==> src/rtl/spi_xcvr_pkg.sv <==
package spi_xcvr_pkg;
   localparam int RATE_W = 2;
   localparam int HALF_W = 7;

   typedef enum logic [1:0] {
      M_IDLE,
      M_SHIFT,
      M_HOLD
   } mst_state_e;

   // SCK half-period in system clocks for a rate code and halving option
   function automatic logic [HALF_W-1:0] half_period(input logic [RATE_W-1:0] rate,
                                                     input logic dbl);
      logic [HALF_W-1:0] h;
      case (rate)
         2'd0:    h = 7'd2;
         2'd1:    h = 7'd8;
         2'd2:    h = 7'd32;
         default: h = 7'd64;
      endcase
      return dbl ? (h >> 1) : h;
   endfunction
endpackage

==> src/rtl/spi_xcvr_sync.sv <==
module spi_xcvr_sync #(
   parameter int              WIDTH   = 1,
   parameter int              STAGES  = 2,
   parameter logic [WIDTH-1:0] RST_VAL = '0
) (
   input  logic             clk,
   input  logic             rst_n,
   input  logic [WIDTH-1:0] d,
   output logic [WIDTH-1:0] q
);
   logic [WIDTH-1:0] stg [STAGES];

   if (STAGES < 2) begin : g_bad_stages
      $error("spi_xcvr_sync: STAGES must be at least 2");
   end

   for (genvar i = 0; i < STAGES; i++) begin : g_stage
      if (i == 0) begin : g_first
         always_ff @(posedge clk or negedge rst_n) begin
            if (!rst_n) stg[0] <= RST_VAL;
            else        stg[0] <= d;
         end
      end else begin : g_next
         always_ff @(posedge clk or negedge rst_n) begin
            if (!rst_n) stg[i] <= RST_VAL;
            else        stg[i] <= stg[i-1];
         end
      end
   end

   assign q = stg[STAGES-1];
endmodule

==> src/rtl/spi_xcvr_clkgen.sv <==
module spi_xcvr_clkgen #(
   parameter int CNT_W = 7
) (
   input  logic             clk,
   input  logic             rst_n,
   input  logic             run,
   input  logic [CNT_W-1:0] half,
   output logic             tick
);
   logic [CNT_W-1:0] cnt;

   if (CNT_W < 1) begin : g_bad_width
      $error("spi_xcvr_clkgen: CNT_W must be positive");
   end

   assign tick = run && (cnt == (half - CNT_W'(1)));

   always_ff @(posedge clk or negedge rst_n) begin
      if (!rst_n)              cnt <= '0;
      else if (!run || tick)   cnt <= '0;
      else                     cnt <= cnt + CNT_W'(1);
   end
endmodule

==> src/rtl/spi_xcvr_shifter.sv <==
module spi_xcvr_shifter #(
   parameter int DATA_W = 8
) (
   input  logic              clk,
   input  logic              rst_n,
   input  logic              clear,
   input  logic              load,
   input  logic [DATA_W-1:0] load_data,
   input  logic              lead,
   input  logic              trail,
   input  logic              cpha,
   input  logic              lsb_first,
   input  logic              sin,
   output logic              sout,
   output logic [DATA_W-1:0] rx_next,
   output logic              rx_fin
);
   localparam int CNT_W = (DATA_W > 2) ? $clog2(DATA_W) : 1;

   logic [DATA_W-1:0] sh_q;
   logic [DATA_W-1:0] rx_q;
   logic [CNT_W-1:0]  cnt_q;
   logic              lead_seen_q;
   logic              samp;
   logic              shft;

   assign samp    = !clear && (cpha ? trail : lead);
   assign shft    = !clear && (cpha ? (lead && lead_seen_q) : trail);
   assign rx_next = lsb_first ? {sin, rx_q[DATA_W-1:1]} : {rx_q[DATA_W-2:0], sin};
   assign rx_fin  = samp && (cnt_q == CNT_W'(DATA_W - 1));
   assign sout    = lsb_first ? sh_q[0] : sh_q[DATA_W-1];

   always_ff @(posedge clk or negedge rst_n) begin
      if (!rst_n)    sh_q <= '0;
      else if (load) sh_q <= load_data;
      else if (shft) sh_q <= lsb_first ? (sh_q >> 1) : (sh_q << 1);
   end

   always_ff @(posedge clk or negedge rst_n) begin
      if (!rst_n) begin
         rx_q        <= '0;
         cnt_q       <= '0;
         lead_seen_q <= 1'b0;
      end else if (clear) begin
         rx_q        <= '0;
         cnt_q       <= '0;
         lead_seen_q <= 1'b0;
      end else begin
         if (samp) begin
            rx_q  <= rx_next;
            cnt_q <= rx_fin ? '0 : cnt_q + CNT_W'(1);
         end
         if (lead) lead_seen_q <= 1'b1;
      end
   end
endmodule

==> src/rtl/spi_xcvr.sv <==
module spi_xcvr
   import spi_xcvr_pkg::*;
#(
   parameter int DATA_W      = 8,
   parameter int SYNC_STAGES = 2
) (
   input  logic              clk,
   input  logic              rst_n,
   input  logic              wr_data,
   input  logic [DATA_W-1:0] wdata,
   input  logic              clr_flags,
   input  logic              cfg_master,
   input  logic              cfg_lsb_first,
   input  logic              cfg_cpol,
   input  logic              cfg_cpha,
   input  logic [1:0]        cfg_rate,
   input  logic              cfg_dbl,
   input  logic              cfg_irq_en,
   output logic [DATA_W-1:0] rdata,
   output logic              busy,
   output logic              done_flag,
   output logic              wcol_flag,
   output logic              irq,
   output logic              sck_o,
   output logic              ss_n_o,
   output logic              mosi_o,
   input  logic              miso_i,
   input  logic              sck_i,
   input  logic              ss_n_i,
   input  logic              mosi_i,
   output logic              miso_o,
   output logic              miso_oe
);
   localparam int EDGES  = 2 * DATA_W;
   localparam int ECNT_W = $clog2(EDGES + 1);

   if (DATA_W < 2) begin : g_bad_data_w
      $error("spi_xcvr: DATA_W must be at least 2");
   end
   if (SYNC_STAGES < 2) begin : g_bad_sync
      $error("spi_xcvr: SYNC_STAGES must be at least 2");
   end

   // master sequencing state
   mst_state_e        mst_q;
   logic [ECNT_W-1:0] edge_q;
   logic              sck_q;
   logic              ss_q;
   logic              mst_idle;
   logic              tick;
   logic [HALF_W-1:0] half;

   // slave side synchronised pins
   logic [2:0]        sync_q;
   logic              sck_s, ss_s, mosi_s, sck_d;

   // shared shifter hookup
   logic              active, wr_ok, wr_col, mst_start;
   logic              m_edge, m_lead, m_trail;
   logic              s_edge, s_lead, s_trail, slv_act;
   logic              sh_lead, sh_trail, sh_clear, sh_sin, sh_out;
   logic [DATA_W-1:0] rx_next;
   logic              rx_fin, mst_fin, xfer_done;
   logic [DATA_W-1:0] rbuf_q;
   logic              done_q, wcol_q;

   assign half = half_period(cfg_rate, cfg_dbl);

   spi_xcvr_clkgen #(.CNT_W(HALF_W)) u_clkgen (
      .clk   (clk),
      .rst_n (rst_n),
      .run   (!mst_idle),
      .half  (half),
      .tick  (tick)
   );

   spi_xcvr_sync #(.WIDTH(3), .STAGES(SYNC_STAGES), .RST_VAL(3'b010)) u_sync (
      .clk   (clk),
      .rst_n (rst_n),
      .d     ({sck_i, ss_n_i, mosi_i}),
      .q     (sync_q)
   );

   assign sck_s  = sync_q[2];
   assign ss_s   = sync_q[1];
   assign mosi_s = sync_q[0];

   always_ff @(posedge clk or negedge rst_n) begin
      if (!rst_n) sck_d <= 1'b0;
      else        sck_d <= sck_s;
   end

   assign mst_idle  = (mst_q == M_IDLE);
   assign slv_act   = !cfg_master && !ss_s;
   assign active    = !mst_idle || slv_act;
   assign wr_ok     = wr_data && !active;
   assign wr_col    = wr_data && active;
   assign mst_start = wr_ok && cfg_master;

   assign m_edge  = tick && (mst_q == M_SHIFT);
   assign m_lead  = m_edge && !edge_q[0];
   assign m_trail = m_edge && edge_q[0];
   assign mst_fin = tick && (mst_q == M_HOLD);

   assign s_edge  = slv_act && (sck_s != sck_d);
   assign s_lead  = s_edge && (sck_s != cfg_cpol);
   assign s_trail = s_edge && (sck_s == cfg_cpol);

   assign sh_lead  = cfg_master ? m_lead  : s_lead;
   assign sh_trail = cfg_master ? m_trail : s_trail;
   assign sh_clear = cfg_master ? mst_start : ss_s;
   assign sh_sin   = cfg_master ? miso_i : mosi_s;

   spi_xcvr_shifter #(.DATA_W(DATA_W)) u_shifter (
      .clk       (clk),
      .rst_n     (rst_n),
      .clear     (sh_clear),
      .load      (wr_ok),
      .load_data (wdata),
      .lead      (sh_lead),
      .trail     (sh_trail),
      .cpha      (cfg_cpha),
      .lsb_first (cfg_lsb_first),
      .sin       (sh_sin),
      .sout      (sh_out),
      .rx_next   (rx_next),
      .rx_fin    (rx_fin)
   );

   assign xfer_done = cfg_master ? mst_fin : (rx_fin && slv_act);

   // master sequencer: 2*DATA_W SCK edges, then one quiet half-period
   always_ff @(posedge clk or negedge rst_n) begin
      if (!rst_n) begin
         mst_q  <= M_IDLE;
         edge_q <= '0;
         sck_q  <= 1'b0;
         ss_q   <= 1'b1;
      end else begin
         case (mst_q)
            M_IDLE: if (mst_start) begin
               mst_q  <= M_SHIFT;
               edge_q <= '0;
               sck_q  <= cfg_cpol;
               ss_q   <= 1'b0;
            end
            M_SHIFT: if (tick) begin
               sck_q  <= ~sck_q;
               edge_q <= edge_q + ECNT_W'(1);
               if (edge_q == ECNT_W'(EDGES - 1)) mst_q <= M_HOLD;
            end
            M_HOLD: if (tick) begin
               mst_q <= M_IDLE;
               ss_q  <= 1'b1;
            end
            default: mst_q <= M_IDLE;
         endcase
      end
   end

   // receive buffer and status flags (set has priority over clear)
   always_ff @(posedge clk or negedge rst_n) begin
      if (!rst_n) begin
         rbuf_q <= '0;
         done_q <= 1'b0;
         wcol_q <= 1'b0;
      end else begin
         if (rx_fin) rbuf_q <= rx_next;
         if (xfer_done)                  done_q <= 1'b1;
         else if (clr_flags || wr_data)  done_q <= 1'b0;
         if (wr_col)                     wcol_q <= 1'b1;
         else if (clr_flags || wr_ok)    wcol_q <= 1'b0;
      end
   end

   assign rdata     = rbuf_q;
   assign busy      = active;
   assign done_flag = done_q;
   assign wcol_flag = wcol_q;
   assign irq       = done_q && cfg_irq_en;
   assign sck_o     = mst_idle ? cfg_cpol : sck_q;
   assign ss_n_o    = ss_q;
   assign mosi_o    = cfg_master && sh_out;
   assign miso_o    = sh_out;
   assign miso_oe   = slv_act;
endmodule

==> config.mk <==
export PLATFORM = sky130hd
export DESIGN_NAME = spi_xcvr
export DESIGN_NICKNAME = d
export VERILOG_FILES = /design/src/rtl/spi_xcvr_pkg.sv /design/src/rtl/spi_xcvr_sync.sv /design/src/rtl/spi_xcvr_clkgen.sv /design/src/rtl/spi_xcvr_shifter.sv /design/src/rtl/spi_xcvr.sv
export SDC_FILE = /design/constraint.sdc
export NUM_CORES = 1
export LEC_CHECK = 0
export ABC_CLOCK_PERIOD_IN_PS = 5400
export CAP_MARGIN = 30
export CORE_AREA = 2 2 75 77
export CTS_CLUSTER_DIAMETER = 100
export DETAILED_ROUTE_END_ITERATION = 8
export DIE_AREA = 0 0 77 79
export PLACE_DENSITY = 0.77
export SKIP_LAST_GASP = 1
export SLEW_MARGIN = 25
export SYNTH_ARGS = -nofsm -noshare
export SYNTH_HDL_FRONTEND = slang
export SYNTH_HIERARCHICAL = 1
export SYNTH_SLANG_ARGS = --single-unit
==> constraint.sdc <==
create_clock -name clk -period 5.4 [get_ports clk]
set_input_delay 1.62 -clock clk [delete_from_list [all_inputs] [get_ports clk]]
set_output_delay 1.62 -clock clk [all_outputs]
set_load 0.01 [all_outputs]
## After elaboration in Yosys (flattened, before gate mapping)

Cells that the tools add are included.

- Memories: 0
- Output and inout port bits: 17
- Bits in latches: 0
- Bits in writable memories: 0
- Input port bits: 24
- Bits in read-only memories: 0
- Register bits: 53
- Logic and storage cells: 116

- Bitwise gates (word level): 1
- Shifts and indexed selects: 0
- Div/mod/pow operators: 0
- Multiply operators: 0
- Reductions and logical operators: 41
- Order comparisons: 0
- Add/sub/neg operators: 4
- Eq/ne operators: 14
- Mux-type cells: 41

Operator list:

| operator | count |
|---|---|
| 8-bit two-way mux | 6 |
| 7-bit case mux with 3 select lines | 1 |
| 1-bit logical AND | 19 |
| 1-bit two-way mux | 19 |
| 7-bit two-way mux | 2 |
| 2-bit nonzero test | 7 |
| 5-bit two-way mux | 2 |
| 5-bit case mux with 2 select lines | 1 |
| 3-bit two-way mux | 3 |
| 2-bit two-way mux | 4 |
| 7-bit by 1-bit adder with 7-bit output (second input constant) | 1 |
| 7-bit == test | 1 |
| 7-bit by 1-bit subtractor with 7-bit output (second input constant) | 1 |
| 1-bit zero test | 6 |
| 2-bit case mux with 3 select lines | 1 |
| 3-bit AND reduction | 2 |
| 5-bit by 1-bit adder with 5-bit output (second input constant) | 1 |
| 5-bit by 4-bit == test with 1-bit output (second input constant) | 1 |
| 2-bit by 1-bit == test with 1-bit output (second input constant) | 2 |
| 2-bit == test (second input constant) | 2 |
| 2-bit zero test | 2 |
| 1-bit logical OR | 4 |
| 2-bit by 1-bit inequality test with 1-bit output (second input constant) | 2 |
| 2-bit inequality test (second input constant) | 2 |
| other kinds (7) | 9 |

## Logic depth before layout (Yosys ltp)

- Depth after elaboration: 15
- Depth in mapped cells: 16
- Gate-level depth less buffers: 15

## Modules after synthesis

The synthesis kept the hierarchy.

Modules (own cells, without submodules):

| module | cells an instance | instances | area an instance (um2) | sequential area each (um2) |
|---|---|---|---|---|
| spi_xcvr_shifter | 89 | 1 | 1078.5 | 500.5 |
| spi_xcvr | 97 | 1 | 1041.0 | 501.7 |
| spi_xcvr_clkgen | 53 | 1 | 525.5 | 175.2 |
| spi_xcvr_sync | 9 | 1 | 175.2 | 152.6 |

## Least setup slack after synthesis

Ideal clock, no wire load.

- Path type: input to register
- From: input port cfg_rate[0]
- To: register rbuf_q[0] (netlist: rdata[0])
- Cell stages on the path: 15
- Slack: 0.200 ns
- Arrival: 5.076 ns
- Data required time: 5.275 ns
- Path buffers: 1
- Library setup time: 0.125 ns
- Cells stage by stage: nand2b_1 > nor2_1 > inv_1 > ha_1 > or3b_1 > or4_4 > a22oi_4 > and3_1 > nand3b_4 > o31ai_1 > mux2i_1 > nor2_1 > and2_1 > buf_2 > mux2_2

- Word-level cells in the longest chain between the ends: 12
- Elaborated cells between the ends (all ways): 16
- Those cells by class: add/sub (1); eq/ne (3); mux (5); reduce/logical (7)

Ends and longest elaborated chain:

| item | line | text |
|---|---|---|
| from (decl) | spi_xcvr.sv:16 | `input logic [1:0] cfg_rate,` |
| 2-bit == test, or another cell as far along | spi_xcvr_pkg.sv:15 | `case (rate)` |
| 7-bit case mux with 3 select lines * | spi_xcvr_pkg.sv:15 |  |
| 7-bit two-way mux * | spi_xcvr_pkg.sv:21 | `return dbl ? (h >> 1) : h;` |
| net half[0] | spi_xcvr.sv:51 | `logic [HALF_W-1:0] half;` |
| 7-bit by 1-bit subtractor with 7-bit output * | spi_xcvr_clkgen.sv:16 | `assign tick = run && (cnt == (half - CNT_W'(1)));` |
| 7-bit == test * | spi_xcvr_clkgen.sv:16 |  |
| 1-bit logical AND * | spi_xcvr_clkgen.sv:16 |  |
| net tick | spi_xcvr.sv:50 | `logic tick;` |
| 1-bit logical AND * | spi_xcvr.sv:100 | `assign m_edge = tick && (mst_q == M_SHIFT);` |
| 1-bit logical AND * | spi_xcvr.sv:101 | `assign m_lead = m_edge && !edge_q[0];` |
| 1-bit two-way mux * | spi_xcvr.sv:109 | `assign sh_lead = cfg_master ? m_lead : s_lead;` |
| net sh_lead | spi_xcvr.sv:61 | `logic sh_lead, sh_trail, sh_clear, sh_sin, sh_out;` |
| 1-bit two-way mux * | spi_xcvr_shifter.sv:27 | `assign samp = !clear && (cpha ? trail : lead);` |
| 1-bit logical AND * | spi_xcvr_shifter.sv:27 |  |
| 1-bit logical AND * | spi_xcvr_shifter.sv:30 | `assign rx_fin = samp && (cnt_q == CNT_W'(DATA_W - 1));` |
| net rx_fin | spi_xcvr.sv:63 | `logic rx_fin, mst_fin, xfer_done;` |
| to (signal assigned) | spi_xcvr.sv:168 | `if (rx_fin) rbuf_q <= rx_next;` |
| to (decl) | spi_xcvr.sv:64 | `logic [DATA_W-1:0] rbuf_q;` |

Mark *: on every way through the listed nets, which the timed path passes. The rest lies on a longest branch.
A chain may end at the register's enable or synchronous reset.

## Worst setup path in the final report

- From: input port cfg_rate[0]
- To: register rbuf_q[6] (netlist: rdata[6])

Same word-level chain as after synthesis.

==> run_results.csv <==
group,metric,value,unit
timing,rsz0062_at_grt,"no",
cts,post_cts.repair.setup_buffers,0,
route,drt_iter0_drc,131,
floorplan,placementRows,27,
floorplan,die_h,79,um
final_layout,nFillCells,456,
worst_hold_path,hold_end,"u_sync/q[2]$_DFF_PN0_",
synth,synth_seq_area_share,47.2,%
worst_setup_path,crit_path_start,"cfg_rate[0]",
timing,fin_crit_sh,95.5,%
synth,syn_area,0.00282,sq mm
worst_setup_path,cp_data_required_time,5.59,ns
worst_setup_path,worstSetupPathType,"in2reg",
floorplan,io_pins,41,
pwr,finalPower,0.00115,W
worst_hold_path,min_from,"u_sync/stg[5]$_DFF_PN0_",
placement,portBuffers,40,
synth,synth_common_cells,"dfrtp_1 (50), mux2_2 (20), nor2_1 (15), a22o_1 (13), nand2_1 (13)",
cts,clk_pin_slew_worst_paths,0.09,ns
cts,cts_root_buffer,"clkbuf_8",
pwr,p_leak,1.59,nW
cts,hold_buffers,0,
floorplan,fp.dieW,77,um
placement,dpl.hpwl,4.06,mm
route,antenna_left,0,
synth,yosysTopAreaCell,"dfrtp_1",
synth,ys_seq_elements,53,
final_layout,drive_gt1_share,20.3,%
timing,finalHoldViolCount,0,
global_routing,grt_pass1_vias,2064,
final_layout,area_growth,24.8,%
run_status,status,"complete, no violations",
worst_setup_path,reg2reg_from,"u_clkgen/cnt[6]$_DFF_PN0_",
global_routing,grt_max_degree,54,
cts,clockBufferDepth,2,
synth,syn_area_per_cell,11.4,sq um
final_layout,n_antenna_cell,0,
placement,gp_congestion,0.774,
timing,worst_pin_slew,0.643,ns
cts,htreeDepth,2,
synth,synth.area.top_cells,"dfrtp_1 (44%), mux2_2 (8.0%), mux2_4 (4.3%)",
synth,synth_most_common_cell,"dfrtp_1",
route,via_count,2041,
cts,clk_latency,0.30,ns
synth,synth_cells,248,
pwr,vdd_drop_max,0.194,mV
synth,synth.distinct_cells,46,
route,post_drt_wl_per_cell,14.4,um
cts,ctsResizeCount,0,
worst_setup_path,startpoint_type,"input pin",
synth,synth_warnings,6,
global_routing,grt_pass1_wl,9.56,mm
timing,finalWorstSetupSlack,0.241,ns
final_layout,fin_area,0.00352,sq mm
timing,fmax,194,MHz
worst_setup_path,reg2reg_to,"rdata[6]$_DFFE_PN0P_",
cts,cts_buffers,5,
global_routing,overflow,0,
final_layout,fin_nets,330,
worst_setup_path,ff2ff_setup_slack,2.41,ns
final_layout,multi_input_area,0.00139,sq mm
worst_setup_path,critPathCaptureType,"flip-flop",
synth,synth-edff-count,0,
synth,async_flop_share,100,%
timing,holdWs,0.359,ns
floorplan,core,0.00534,sq mm
worst_setup_path,crit_arrival,5.34,ns
timing,relSlewSlack,57.1,%
final_layout,fin_util,66.0,%
global_routing,track_usage,19.5,%
worst_hold_path,hp-class,"reg2reg",
timing,period_needed,5.16,ns
synth,synth.top_cell.area_share,44.4,%
cts,cts_tree,"yes",
placement,dp_slack,-0.0521,ns
worst_setup_path,cp_max_fo,8,
route,drt-pass1-iter-count,4,
synth,synth_nets,278,
worst_setup_path,reg2reg_depth,11,
global_routing,antenna_found_initial,0,
job,drv_cap,0,
synth,ys.flop_type,"dfrtp_1",
timing,slew_violations,0,
timing,fin_skew,0.00932,ns
route,viasPerCell,5.47,
floorplan,die-area,0.00608,sq mm
route,finalWirelength,5.37,mm
pwr,p_per_area,326,mW/mm^2
route,drc,0,
placement,placed_cell_area,0.00338,sq mm
worst_hold_path,min_path_cells,0,
cts,numClockSinks,53,
floorplan,initial_core_util,52.8,%
timing,setup_viol,0,
final_layout,regArea,0.00133,sq mm
==> how the worst max path moves through the flow <==
stage / slack [ns] / depth (start not counted) / to
floorplan: 0.20 / 15 / rdata[0]$_DFFE_PN0P_
global placement: 0.09 / 16 / rdata[7]$_DFFE_PN0P_
detailed placement: -0.05 / 16 / rdata[6]$_DFFE_PN0P_
CTS: 0.26 / 16 / rdata[6]$_DFFE_PN0P_
global route: 0.003 / 16 / rdata[6]$_DFFE_PN0P_
finish: 0.24 / 16 / rdata[6]$_DFFE_PN0P_
==> state kept, by name, indices dropped and copies added, names as in the netlist, 2 cells and up <==
register,flops
u_sync/stg,3
mst_q,2
edge_q,5
u_shifter/sh_q,8
rdata,8
u_shifter/cnt_q,3
u_shifter/rx_q,8
u_clkgen/cnt,7
u_sync/q,3
==> stage by stage <==
stage                     setup TNS, ns  instances
after global routing                  0        373
after global placement                0        365
after CTS                             0        373
after floorplan                       0        248
after detailed placement         -0.326        365
final                                 0        373
==> cells by family after synthesis <==
logic type | Yosys count | synth area share [%]
adders and majority gates | 6 | 2.66
AOI/OAI and AO/OA | 51 | 13.7
DFF | 53 | 47.2
xor gates and xnor gates | 13 | 4.04
buffers and inverters | 20 | 3.46
muxes | 35 | 14.7
and+or+nand+nor | 70 | 14.3
==> routing by layer <==
layer  up-vias  share of wire (%)  GRT usage (%)
li1        995                  -              -
met1      1009                 47           26.2
met2        32                 49           33.2
met3         5                3.0           3.18
met4         0               0.89           5.36
met5         -                  0              0
==> cells in the final DEF (no fill, tap or decap), types with 6 or more instances in the layout <==
master / n
ha_1: 6
mux2i_1: 7
xnor2_1: 7
nor2_1: 15
buf_4: 13
a211oi_1: 8
nand3_1: 6
dfrtp_1: 50
mux2_4: 8
mux2_2: 20
o21ai_0: 12
a22o_1: 13
xor2_1: 6
inv_1: 10
nand2_1: 13
clkdlybuf4s50_1: 39
==> where the power goes <==
part	switching (W)	internal [W]
Clock	0.000130	0.000187
Sequential	0.0000601	0.000454
Combinational	0.000143	0.000175
Total	0.000333	0.000816
==> area by class of cell <==
type                    count  share of cell area, %
clock buffers               5                   1.95
clock inverters             3                   1.95
inverters                  10                   1.07
multi-input cells         175                   39.6
flip-flops and latches     53                   37.8
well taps                  72                   2.56
repair buffers             55                   15.1
==> worst max-delay path, cell delays in order <==
cell	delay (ns)
clkdlybuf4s50_1	0.53
nand2b_1	0.17
nor2_1	0.07
inv_1	0.06
ha_1	0.15
or3b_1	0.39
or4_4	0.51
a22oi_4	0.17
and3_1	0.27
nand3b_4	0.09
o31ai_1	0.31
mux2i_1	0.18
nor2_1	0.14
and2_1	0.21
buf_12	0.14
mux2_2	0.33
Power figures use the tool's default switching activity.
